File: src/rtl/irq_chain_pkg.sv
package irq_chain_pkg;
  function automatic int unsigned vec_slot(input int unsigned base,
                                           input int unsigned stride,
                                           input int unsigned idx);
    return base + idx * stride;
  endfunction
endpackage

File: src/rtl/irq_ack_track.sv
module irq_ack_track (
  input  logic clk_i,
  input  logic rst_ni,
  input  logic ack_i,
  output logic rise_o,
  output logic live_o
);
  logic ack_q;

  always_ff @(posedge clk_i or negedge rst_ni) begin
    if (!rst_ni) ack_q <= 1'b0;
    else         ack_q <= ack_i;
  end

  assign rise_o = ack_i & ~ack_q;
  // live only once the snapshot taken on the rise is in place
  assign live_o = ack_i & ack_q;
endmodule

File: src/rtl/irq_node.sv
module irq_node (
  input  logic clk_i,
  input  logic rst_ni,
  input  logic raise_i,
  input  logic ack_rise_i,
  input  logic ack_in_i,
  input  logic accept_i,
  output logic pend_o,
  output logic grant_o,
  output logic ack_out_o
);
  logic pend_q, snap_q;

  always_ff @(posedge clk_i or negedge rst_ni) begin
    if (!rst_ni) begin
      pend_q <= 1'b0;
      snap_q <= 1'b0;
    end else begin
      pend_q <= (pend_q & ~(grant_o & accept_i)) | raise_i;
      if (ack_rise_i) snap_q <= pend_q;
    end
  end

  assign pend_o    = pend_q;
  assign grant_o   = ack_in_i & snap_q;
  assign ack_out_o = ack_in_i & ~snap_q;
endmodule

File: src/rtl/irq_bus_mux.sv
module irq_bus_mux #(
  parameter int N_DEV = 4,
  parameter int VEC_W = 8
) (
  input  logic [N_DEV-1:0]       grant_i,
  input  logic [N_DEV*VEC_W-1:0] vec_tab_i,
  output logic [VEC_W-1:0]       vec_o,
  output logic                   valid_o
);
  always_comb begin
    vec_o = '0;
    for (int i = 0; i < N_DEV; i++)
      vec_o |= vec_tab_i[i*VEC_W +: VEC_W] & {VEC_W{grant_i[i]}};
  end

  assign valid_o = |grant_i;
endmodule

File: src/rtl/irq_chain_top.sv
module irq_chain_top #(
  parameter int N_DEV      = 4,
  parameter int VEC_W      = 8,
  parameter int VEC_BASE   = 64,
  parameter int VEC_STRIDE = 4
) (
  input  logic             clk_i,
  input  logic             rst_ni,
  input  logic [N_DEV-1:0] raise_i,
  input  logic             ack_i,
  input  logic             accept_i,
  output logic             irq_o,
  output logic [N_DEV-1:0] grant_o,
  output logic [VEC_W-1:0] vec_o,
  output logic             vec_valid_o,
  output logic             spurious_o
);
  import irq_chain_pkg::*;

  localparam int TAB_W = N_DEV * VEC_W;

  logic             ack_rise, ack_live;
  logic [N_DEV:0]   ack_link;
  logic [N_DEV-1:0] pend;
  logic [TAB_W-1:0] vec_tab;

  irq_ack_track u_ack (
    .clk_i (clk_i),
    .rst_ni(rst_ni),
    .ack_i (ack_i),
    .rise_o(ack_rise),
    .live_o(ack_live)
  );

  assign ack_link[0] = ack_live;

  for (genvar i = 0; i < N_DEV; i++) begin : g_node
    localparam int unsigned SLOT = vec_slot(VEC_BASE, VEC_STRIDE, i);
    assign vec_tab[i*VEC_W +: VEC_W] = SLOT[VEC_W-1:0];

    irq_node u_node (
      .clk_i     (clk_i),
      .rst_ni    (rst_ni),
      .raise_i   (raise_i[i]),
      .ack_rise_i(ack_rise),
      .ack_in_i  (ack_link[i]),
      .accept_i  (accept_i),
      .pend_o    (pend[i]),
      .grant_o   (grant_o[i]),
      .ack_out_o (ack_link[i+1])
    );
  end

  irq_bus_mux #(.N_DEV(N_DEV), .VEC_W(VEC_W)) u_mux (
    .grant_i  (grant_o),
    .vec_tab_i(vec_tab),
    .vec_o    (vec_o),
    .valid_o  (vec_valid_o)
  );

  assign irq_o      = |pend;
  assign spurious_o = ack_link[N_DEV];
endmodule

File: config.mk
export PLATFORM = sky130hd
export DESIGN_NAME = irq_chain_top
export DESIGN_NICKNAME = d
export VERILOG_FILES = /design/src/rtl/irq_chain_pkg.sv /design/src/rtl/irq_ack_track.sv /design/src/rtl/irq_node.sv /design/src/rtl/irq_bus_mux.sv /design/src/rtl/irq_chain_top.sv
export SDC_FILE = /design/constraint.sdc
export NUM_CORES = 1
export LEC_CHECK = 0
export ABC_AREA = 1
export ABC_CLOCK_PERIOD_IN_PS = 2610
export BUFFER_PORTS_ARGS = -buffer_cell sky130_fd_sc_hd__buf_2
export CELL_PAD_IN_SITES_DETAIL_PLACEMENT = 0
export CELL_PAD_IN_SITES_GLOBAL_PLACEMENT = 1
export CORE_MARGIN = 2
export CORE_UTILIZATION = 33
export CTS_CLUSTER_DIAMETER = 40
export DETAILED_ROUTE_END_ITERATION = 10
export GPL_TIMING_DRIVEN = 0
export PLACE_DENSITY = 0.83
export SKIP_CTS_REPAIR_TIMING = 1
export SYNTH_ARGS = -nofsm -noshare
export SYNTH_HDL_FRONTEND = slang
export SYNTH_SLANG_ARGS = --single-unit
File: constraint.sdc
create_clock -name clk_i -period 2.61 [get_ports clk_i]
set_input_delay 0.1305 -clock clk_i [delete_from_list [all_inputs] [get_ports clk_i]]
set_output_delay 0.1305 -clock clk_i [all_outputs]
set_load 0.02 [all_outputs]
==> results.cfg, run 1 <==
[run_status]
status = finished, final reports clean

[critical_path]
cp.required_ns = 2.48
ff2ff_path_depth = 4
crit_chain = nor3_4 > nand3_2 > inv_1 > buf_4 > buf_2
crit_type = flip-flop to primary output
startpoint_type = flip-flop
rr_startpoint = g_node[0].u_node.snap_q$_DFFE_PN0P_
worst_r2r_endpoint = g_node[2].u_node.pend_o$_DFF_PN0_
crit_fanout = 5
cp-endpoint = grant_o[3]
worstPathArrival_ns = 1.46
r2r_slack_ns = 1.47
cp_slowest_cell = dfrtp_1
crit_path_start = g_node[0].u_node.snap_q$_DFFE_PN0P_
max_stage_delay_ns = 0.43
endpoint_kind = primary output

[die]
dieArea_mm2 = 0.001919
die_h_um = 43.81
row_count = 14
coreArea_mm2 = 0.001489
ioPinCount = 23
die_w_um = 43.81
initial_core_util = 0.3513

[sta]
rsz0062_at_grt = false
clock_skew_ns = 0.003791
fmax_mhz = 628.2
finalSetupTns_ns = 0
drv_slew = 0
hold_viol = 0
min_period_ns = 1.592
finalSetupViolCount = 0
period_share = 0.6099

[drt]
drt_wl_total_um = 859
routed_via_density = 4.075
drc_errors = 0
wl_per_cell_um = 8.104
first_pass_iters = 4
drt-initial-drc-count = 11
vias = 432
antenna_left = 0

[synth]
synth_largest_area_cell = dfrtp_1
syn_inst = 64
yosys_warnings = 0
ys_seq_area_frac = 0.4306
ys_types = 15
netlist_area_um2 = 523.0
syn_area_per_cell_um2 = 8.172
synth_area_leaders = dfrtp_1 (43%), buf_4 (13%), inv_1 (9.3%)
ys_ff_latch = 9
synth_top_area_frac = 0.4306

[finish]
synthToLayoutAreaGrowth_pct = 29.90
finalNetCount = 99
fill_cells = 146
register_area_um2 = 225.2
multi_input_area_um2 = 196.4
final_layout_size_suffix_gt1_frac = 0.3778
num_antenna_cells = 0

[power_and_ir_drop]
leakage_nw = 0.4581
p_total_uw = 332.0
cellPowerDensity_mw_per_mm2 = 488.6
peakVddDrop_mv = 0.2311

[placement]
hpwl_um = 726.2
globalplace.congestion = 0.7467
portBuffers = 17

[cts]
clkTransAtPathRegs_ns = 0.06
tritoncts = done
h-tree-depth = 1
cts_made_buffers = 3
clock_latency_ns = 0.25
clockBufferDepth = 2
cts.sink_count = 9
clockRootBuffer = clkbuf_4

[grt]
grt_max_degree = 10
gr-usage-all-layers = 0.1057
grt_pass1_wl_mm = 1.455
grt_pass1_vias = 344
antenna_found_initial = 0
grt_overflow = 0

[job]
max_cap_violations = 0

[hold_path]
hold_path_class = input pin to flip-flop
## cell families after synthesis
logic type / Yosys count / share of synthesized area
AND/OR/NAND/NOR: 25 / 0.2560
AO/OA/AOI/OAI: 7 / 0.08373
buffers and inverters: 22 / 0.2225
other: 1 / 0.007170
flip-flops: 9 / 0.4306
## registers in the layout (all words and copies together), names as in the netlist
signal and flops:
g_node.u_node.snap_q 4, u_ack.ack_q 1, g_node.u_node.pend_o 4
## cell usage in the layout (no fill, tap or decap)
| cell type | Yosys | layout |
|---|---|---|
| buf_2 | 0 | 17 |
| buf_4 | 9 | 9 |
| clkbuf_1 | 0 | 1 |
| clkbuf_4 | 0 | 3 |
| conb_1 | 1 | 5 |
| dfrtp_1 | 9 | 9 |
| dlygate4sd3_1 | 0 | 1 |
| inv_1 | 13 | 13 |
| nand2_1 | 12 | 12 |
| nand2_2 | 1 | 1 |
| nand2_4 | 1 | 1 |
| nand3_1 | 1 | 1 |
| nand3_2 | 1 | 1 |
| nand4_1 | 4 | 4 |
| nor2_1 | 4 | 4 |
| nor3_4 | 1 | 1 |
| o21ai_0 | 4 | 4 |
| o21ai_2 | 1 | 1 |
| o21bai_1 | 2 | 2 |
## per-layer routing
metal  vias up  global-route usage  share of wire
met2        20              0.1412           0.44
met4         0             0.09091              0
met5         -                   0              0
li1        238                   -              -
met1       174              0.1484           0.46
met3         0             0.01250          0.098
## worst min path at each step
| stage | startpoint | to | depth (start not counted) |
|---|---|---|---|
| floorplan | rst_ni | g_node[0].u_node.pend_o$_DFF_PN0_ | 0 |
| global placement | rst_ni | g_node[3].u_node.pend_o$_DFF_PN0_ | 1 |
| detailed placement | rst_ni | g_node[3].u_node.pend_o$_DFF_PN0_ | 1 |
| CTS | rst_ni | g_node[1].u_node.pend_o$_DFF_PN0_ | 1 |
| global route | ack_i | u_ack.ack_q$_DFF_PN0_ | 1 |
| finish | ack_i | u_ack.ack_q$_DFF_PN0_ | 1 |
## critical path, delay by kind of cell, from the launching register on
kind	cells	cell delay, ns
and+or+nand+nor	2	0.47
buffers and inverters	3	0.31
DFF	1	0.43
## where the power goes
group / total [mW] / switching, mW / internal (mW)
Sequential: 0.161 / 0.0114 / 0.150
Clock: 0.103 / 0.0444 / 0.0587
Combinational: 0.0679 / 0.0406 / 0.0272
Total: 0.332 / 0.0965 / 0.235
## synthesized netlist by cell type
cell type	instances
buf_4	9
conb_1	1
dfrtp_1	9
inv_1	13
nand2_1	12
nand2_2	1
nand2_4	1
nand3_1	1
nand3_2	1
nand4_1	4
nor2_1	4
nor3_4	1
o21ai_0	4
o21ai_2	1
o21bai_1	2
## layout make-up
class	instances	area share
Timing Repair Buffer	18	0.1400
Multi-Input combinational cell	37	0.2891
Inverter	13	0.07182
Sequential cell	9	0.3315
Clock buffer	4	0.03867
Tap cell	16	0.02947
Buffer	9	0.09945
## metrics by stage
| step | instances | setup WS (ns) | util | hold WS [ns] | cell area [um2] |
|---|---|---|---|---|---|
| 6_report | 106 | 1.018 | 0.4563 | 0.03739 | 679.4 |
| 2_1_floorplan | 68 | 1.431 | - | -0.1651 | 538.0 |
| 4_1_cts | 105 | 0.9845 | 0.4496 | -0.2922 | 669.4 |
| 5_1_grt | 106 | 0.8777 | 0.4563 | 0.04167 | 679.4 |
| 3_5_place_dp | 101 | 1.269 | 0.4319 | -0.01120 | 643.1 |
| 3_3_place_gp | 101 | 1.297 | 0.4319 | -0.01410 | 643.1 |
Note: power is estimated with default switching activity, not from simulation.
==> run 2: changes to the inputs <==
--- a/config.mk
+++ b/config.mk
@@ -6,16 +6,16 @@
 export NUM_CORES = 1
 export LEC_CHECK = 0
 export ABC_AREA = 1
-export ABC_CLOCK_PERIOD_IN_PS = 2610
+export ABC_CLOCK_PERIOD_IN_PS = 1600
 export BUFFER_PORTS_ARGS = -buffer_cell sky130_fd_sc_hd__buf_2
 export CELL_PAD_IN_SITES_DETAIL_PLACEMENT = 0
 export CELL_PAD_IN_SITES_GLOBAL_PLACEMENT = 1
 export CORE_MARGIN = 2
-export CORE_UTILIZATION = 33
+export CORE_UTILIZATION = 31
 export CTS_CLUSTER_DIAMETER = 40
 export DETAILED_ROUTE_END_ITERATION = 10
 export GPL_TIMING_DRIVEN = 0
-export PLACE_DENSITY = 0.83
+export PLACE_DENSITY = 0.79
 export SKIP_CTS_REPAIR_TIMING = 1
 export SYNTH_ARGS = -nofsm -noshare
 export SYNTH_HDL_FRONTEND = slang
==> constraint.sdc (replaced) <==
create_clock -name clk_i -period 1.6 [get_ports clk_i]
set_input_delay 0.08 -clock clk_i [delete_from_list [all_inputs] [get_ports clk_i]]
set_output_delay 0.08 -clock clk_i [all_outputs]
set_load 0.02 [all_outputs]
==> results.cfg, run 2 (synthesis results as in run 1) <==
[sta]
finalSetupViolCount = 0
rsz0062_at_grt = true
min_period_ns = 1.497
setup_slack_ns = 0.1033
hold_ws_ns = -0.002113
clock_skew_ns = 0.0002404
period_share = 0.9354
drv_slew = 0
hold_viol = 1
fmax_mhz = 668.1

[cts]
tritoncts = done
h-tree-depth = 1
clockRootBuffer = clkbuf_4
cts_made_buffers = 3
clock_latency_ns = 0.26
cts.sink_count = 9
clockBufferDepth = 2
clkTransAtPathRegs_ns = 0.06

[die]
die_w_um = 45.08
coreArea_mm2 = 0.001541
dieArea_mm2 = 0.002032
row_count = 14
die_h_um = 45.08
initial_core_util = 0.3393
ioPinCount = 23

[placement]
portBuffers = 17
pre_cts_slack_ns = 0.3118
globalplace.congestion = 0.7526

[power_and_ir_drop]
leakage_nw = 0.4688
switching_share = 0.2973
p_int_uw = 387.7
p_clk_frac = 0.313
pwr-share-seq = 0.478
peakVddDrop_mv = 0.3874
p_switching_uw = 164.0
p_total_uw = 551.7
p_comb_frac = 0.209
cellPowerDensity_mw_per_mm2 = 787.4

[grt]
antenna_found_initial = 0
grt_overflow = 0
grt_max_degree = 10
grt_pass1_wl_mm = 1.573
grt_pass1_vias = 370
gr-usage-all-layers = 0.1110

[drt]
drt-initial-drc-count = 3
antenna_left = 0
vias = 450
routed_via_density = 4.167
wl_per_cell_um = 8.694
drt_wl_total_um = 939
drc_errors = 0
first_pass_iters = 4

[run_status]
status = finished, violations left
violations = hold timing

[critical_path]
cp.required_ns = 1.52
worstPathArrival_ns = 1.42
endpoint_kind = primary output
startpoint_type = flip-flop
crit_type = flip-flop to primary output
crit_fanout = 5

[hold_path]
hold_path_class = input pin to flip-flop

[finish]
num_antenna_cells = 0
finalNetCount = 101
mostFrequentLayoutCells = buf_2 (17), inv_1 (13), nand2_1 (12), buf_4 (9), dfrtp_1 (9)
final_common_cell = buf_2
synthToLayoutAreaGrowth_pct = 33.97
final_layout_size_suffix_gt1_frac = 0.3804
fill_cells = 169

[job]
max_cap_violations = 0
run 2: path summary, 6_finish.rpt:
check,start,endpoint,slack [ns],depth (start not counted)
min in group asynchronous,rst_ni,g_node[1].u_node.pend_o$_DFF_PN0_,0.20,2
worst max register to register,u_ack.ack_q$_DFF_PN0_,g_node[2].u_node.pend_o$_DFF_PN0_,0.45,6
worst min register to register,g_node[3].u_node.pend_o$_DFF_PN0_,g_node[3].u_node.pend_o$_DFF_PN0_,0.48,2
worst min-delay path,raise_i[2],g_node[2].u_node.pend_o$_DFF_PN0_,-0.002,3
worst max-delay path,u_ack.ack_q$_DFF_PN0_,grant_o[2],0.10,7
max in group asynchronous,rst_ni,g_node[3].u_node.pend_o$_DFF_PN0_,1.23,2
run 2: layout make-up:
cell class                      instances  area (um2)  share of cell area
Buffer                                  9       67.56             0.09643
Clock buffer                            4       26.28             0.03750
Inverter                               13       48.80             0.06964
Multi-Input combinational cell         37       196.4              0.2804
Sequential cell                         9       225.2              0.3214
Tap cell                               16       20.02             0.02857
Timing Repair Buffer                   20       116.4              0.1661
run 2: routing by layer:
| layer | routed length, um | share of wire | up-vias | global-route usage |
|---|---|---|---|---|
| li1 | - | - | 240 | - |
| met1 | 400 | 0.43 | 188 | 0.1425 |
| met2 | 430 | 0.46 | 19 | 0.1686 |
| met3 | 76 | 0.081 | 3 | 0.01200 |
| met4 | 32 | 0.034 | 0 | 0.08824 |
| met5 | 0 | 0 | - | 0 |
run 2: per-stage QoR:
step                hold slack, ns  setup TNS (ns)  cell area, um2  utilization  std cells
global route              0.003436       -0.006204           700.7       0.4545        108
finish                   -0.002113               0           700.7       0.4545        108
floorplan                  -0.2156               0           538.0            -         68
CTS                        -0.3431               0           669.4       0.4343        105
detailed placement        -0.05914               0           643.1       0.4172        101
global placement          -0.06328               0           643.1       0.4172        101
run 2: worst max-delay path, cell delays in order, from the launching register on:
cell     delay, ns
dfrtp_1       0.37
nand2_2       0.09
nor3_4        0.23
buf_6         0.14
nand2_4       0.05
inv_1         0.05
buf_4         0.09
buf_2         0.14
run 2: power groups by stage:
stage                     Combinational [mW]  Clock, mW  Sequential (mW)
after floorplan                       0.0790          0            0.264
after global placement                 0.108          0            0.266
after detailed placement               0.110          0            0.268
after CTS                              0.111      0.182            0.264
after global routing                   0.128      0.192            0.266
final                                  0.115      0.173            0.264
==> run 3: changes to the inputs <==
--- a/config.mk
+++ b/config.mk
@@ -6,16 +6,16 @@
 export NUM_CORES = 1
 export LEC_CHECK = 0
 export ABC_AREA = 1
-export ABC_CLOCK_PERIOD_IN_PS = 1600
+export ABC_CLOCK_PERIOD_IN_PS = 1230
 export BUFFER_PORTS_ARGS = -buffer_cell sky130_fd_sc_hd__buf_2
 export CELL_PAD_IN_SITES_DETAIL_PLACEMENT = 0
 export CELL_PAD_IN_SITES_GLOBAL_PLACEMENT = 1
 export CORE_MARGIN = 2
-export CORE_UTILIZATION = 31
+export CORE_UTILIZATION = 28
 export CTS_CLUSTER_DIAMETER = 40
 export DETAILED_ROUTE_END_ITERATION = 10
 export GPL_TIMING_DRIVEN = 0
-export PLACE_DENSITY = 0.79
+export PLACE_DENSITY = 0.76
 export SKIP_CTS_REPAIR_TIMING = 1
 export SYNTH_ARGS = -nofsm -noshare
 export SYNTH_HDL_FRONTEND = slang
==> constraint.sdc (replaced) <==
create_clock -name clk_i -period 1.23 [get_ports clk_i]
set_input_delay 0.0615 -clock clk_i [delete_from_list [all_inputs] [get_ports clk_i]]
set_output_delay 0.0615 -clock clk_i [all_outputs]
set_load 0.02 [all_outputs]
==> results.cfg, run 3 (synthesis results as in run 1) <==
[run_status]
status = finished, violations left
violations = hold timing, setup timing

[cts]
clkTransAtPathRegs_ns = 0.06
tritoncts = done
clock_latency_ns = 0.25
cts.sink_count = 9
h-tree-depth = 1
clockBufferDepth = 2
clockRootBuffer = clkbuf_4
cts_made_buffers = 3

[power_and_ir_drop]
peakVddDrop_mv = 0.5197
cellPowerDensity_mw_per_mm2 = 935.5
leakage_nw = 0.4788

[finish]
final_layout_size_suffix_gt1_frac = 0.4624
mostFrequentLayoutCells = inv_1 (11), nand2_1 (10), buf_4 (10), buf_6 (9), buf_2 (9)
finalNetCount = 102
final_common_cell = inv_1
num_antenna_cells = 0
final_area_um2 = 804.5
synthToLayoutAreaGrowth_pct = 53.83
stdcell_count = 118

[placement]
dpl_cell_area_um2 = 654.4
dp_cells = 110
globalplace.congestion = 0.7765
hpwl_um = 782.6
portBuffers = 17

[drt]
vias = 456
drt-initial-drc-count = 7
first_pass_iters = 4
drt_wl_total_mm = 1.028
routed_via_density = 3.864
antenna_left = 0
drc_errors = 0
wl_per_cell_um = 8.712

[critical_path]
cp.required_ns = 1.17
crit_chain = nand2_2 > nor3_4 > buf_6 > nand2_4 > nor2_2 > buf_6
max_stage_delay_ns = 0.38
crit_fanout = 3
worstPathArrival_ns = 1.43
critical_path.top_delay_family = simple AND/OR/NAND/NOR gates
cp_common_cell = buf_6
crit_type = flip-flop to primary output
path_buf_inv = 2
endpoint_kind = primary output
cp_slowest_cell = dfrtp_1
startpoint_type = flip-flop

[grt]
grt_max_degree = 10
grt_overflow = 0
grt_pass1_vias = 391
antenna_found_initial = 0
grt_pass1_wl_mm = 1.600
gr-usage-all-layers = 0.1069

[sta]
finalSetupViolCount = 10
period_share = 1.213
hold_viol = 2
min_period_ns = 1.492
clock_skew_ns = 0.004015
hold_ws_ns = -0.01610
rsz0062_at_grt = true
setup_slack_ns = -0.2619
fmax_mhz = 670.3
drv_slew = 0

[hold_path]
hold_path_class = input pin to flip-flop

[die]
die_h_um = 47.22
ioPinCount = 23
coreArea_mm2 = 0.001745
initial_core_util = 0.2996
die_w_um = 47.22
dieArea_mm2 = 0.002230
row_count = 15

[job]
max_cap_violations = 0
-- run 3: final timing paths --
| path | from | end | cells after the start | slack (ns) |
|---|---|---|---|---|
| setup reg to reg | u_ack.ack_q$_DFF_PN0_ | g_node[2].u_node.pend_o$_DFF_PN0_ | 7 | -0.11 |
| setup / recovery | u_ack.ack_q$_DFF_PN0_ | spurious_o | 6 | -0.26 |
| min in group asynchronous | rst_ni | g_node[2].u_node.pend_o$_DFF_PN0_ | 2 | 0.18 |
| hold / removal | raise_i[3] | g_node[3].u_node.pend_o$_DFF_PN0_ | 3 | -0.02 |
| max in group asynchronous | rst_ni | g_node[0].u_node.snap_q$_DFFE_PN0P_ | 2 | 0.85 |
| hold reg to reg | g_node[3].u_node.pend_o$_DFF_PN0_ | g_node[3].u_node.pend_o$_DFF_PN0_ | 2 | 0.47 |
-- run 3: worst register-to-register path, cell delays in order, from the launching register on --
cell and delay, ns:
dfrtp_1 0.38, nand2_2 0.09, nor3_4 0.25, buf_6 0.16, nand2_8 0.05, buf_4 0.14
o21ai_2 0.10, nand2_1 0.05
-- run 3: layout make-up --
cell class | count | area, um2
clock buffer | 4 | 26.28
buffer | 8 | 63.81
inverter | 13 | 48.80
timing repair buffer | 22 | 177.7
tap | 25 | 31.28
multi-input combinational | 37 | 230.2
fill | 200 | 940.9
sequential | 9 | 226.5
-- run 3: power breakdown --
group	total (mW)	switching (mW)	internal (mW)	leakage, nW
sequential	0.350	0.0315	0.318	0.0919
clock	0.220	0.0954	0.125	0.0150
combinational	0.183	0.0983	0.0845	0.372
-- run 3: per-stage QoR --
step | power (mW) | utilization | hold WS (ns) | setup WS, ns | setup TNS, ns
floorplan | 0.4462 | - | -0.2341 | 0.1202 | 0
global placement | 0.4873 | 0.3749 | -0.07921 | -0.01637 | -0.01637
detailed placement | 0.4916 | 0.3749 | -0.07713 | -0.05291 | -0.06482
CTS | 0.7169 | 0.3900 | -0.3559 | -0.3267 | -1.975
global route | 0.8059 | 0.4609 | 0.004722 | -0.3422 | -2.501
finish | 0.7526 | 0.4609 | -0.01610 | -0.2619 | -1.717
-- run 3: routing by layer --
layer	GRT usage	vias up	share of wire
met2	0.1676	19	0.45
met1	0.1327	194	0.48
met3	0.01154	4	0.042
met4	0.08333	0	0.027
met5	0	-	0
li1	-	239	-
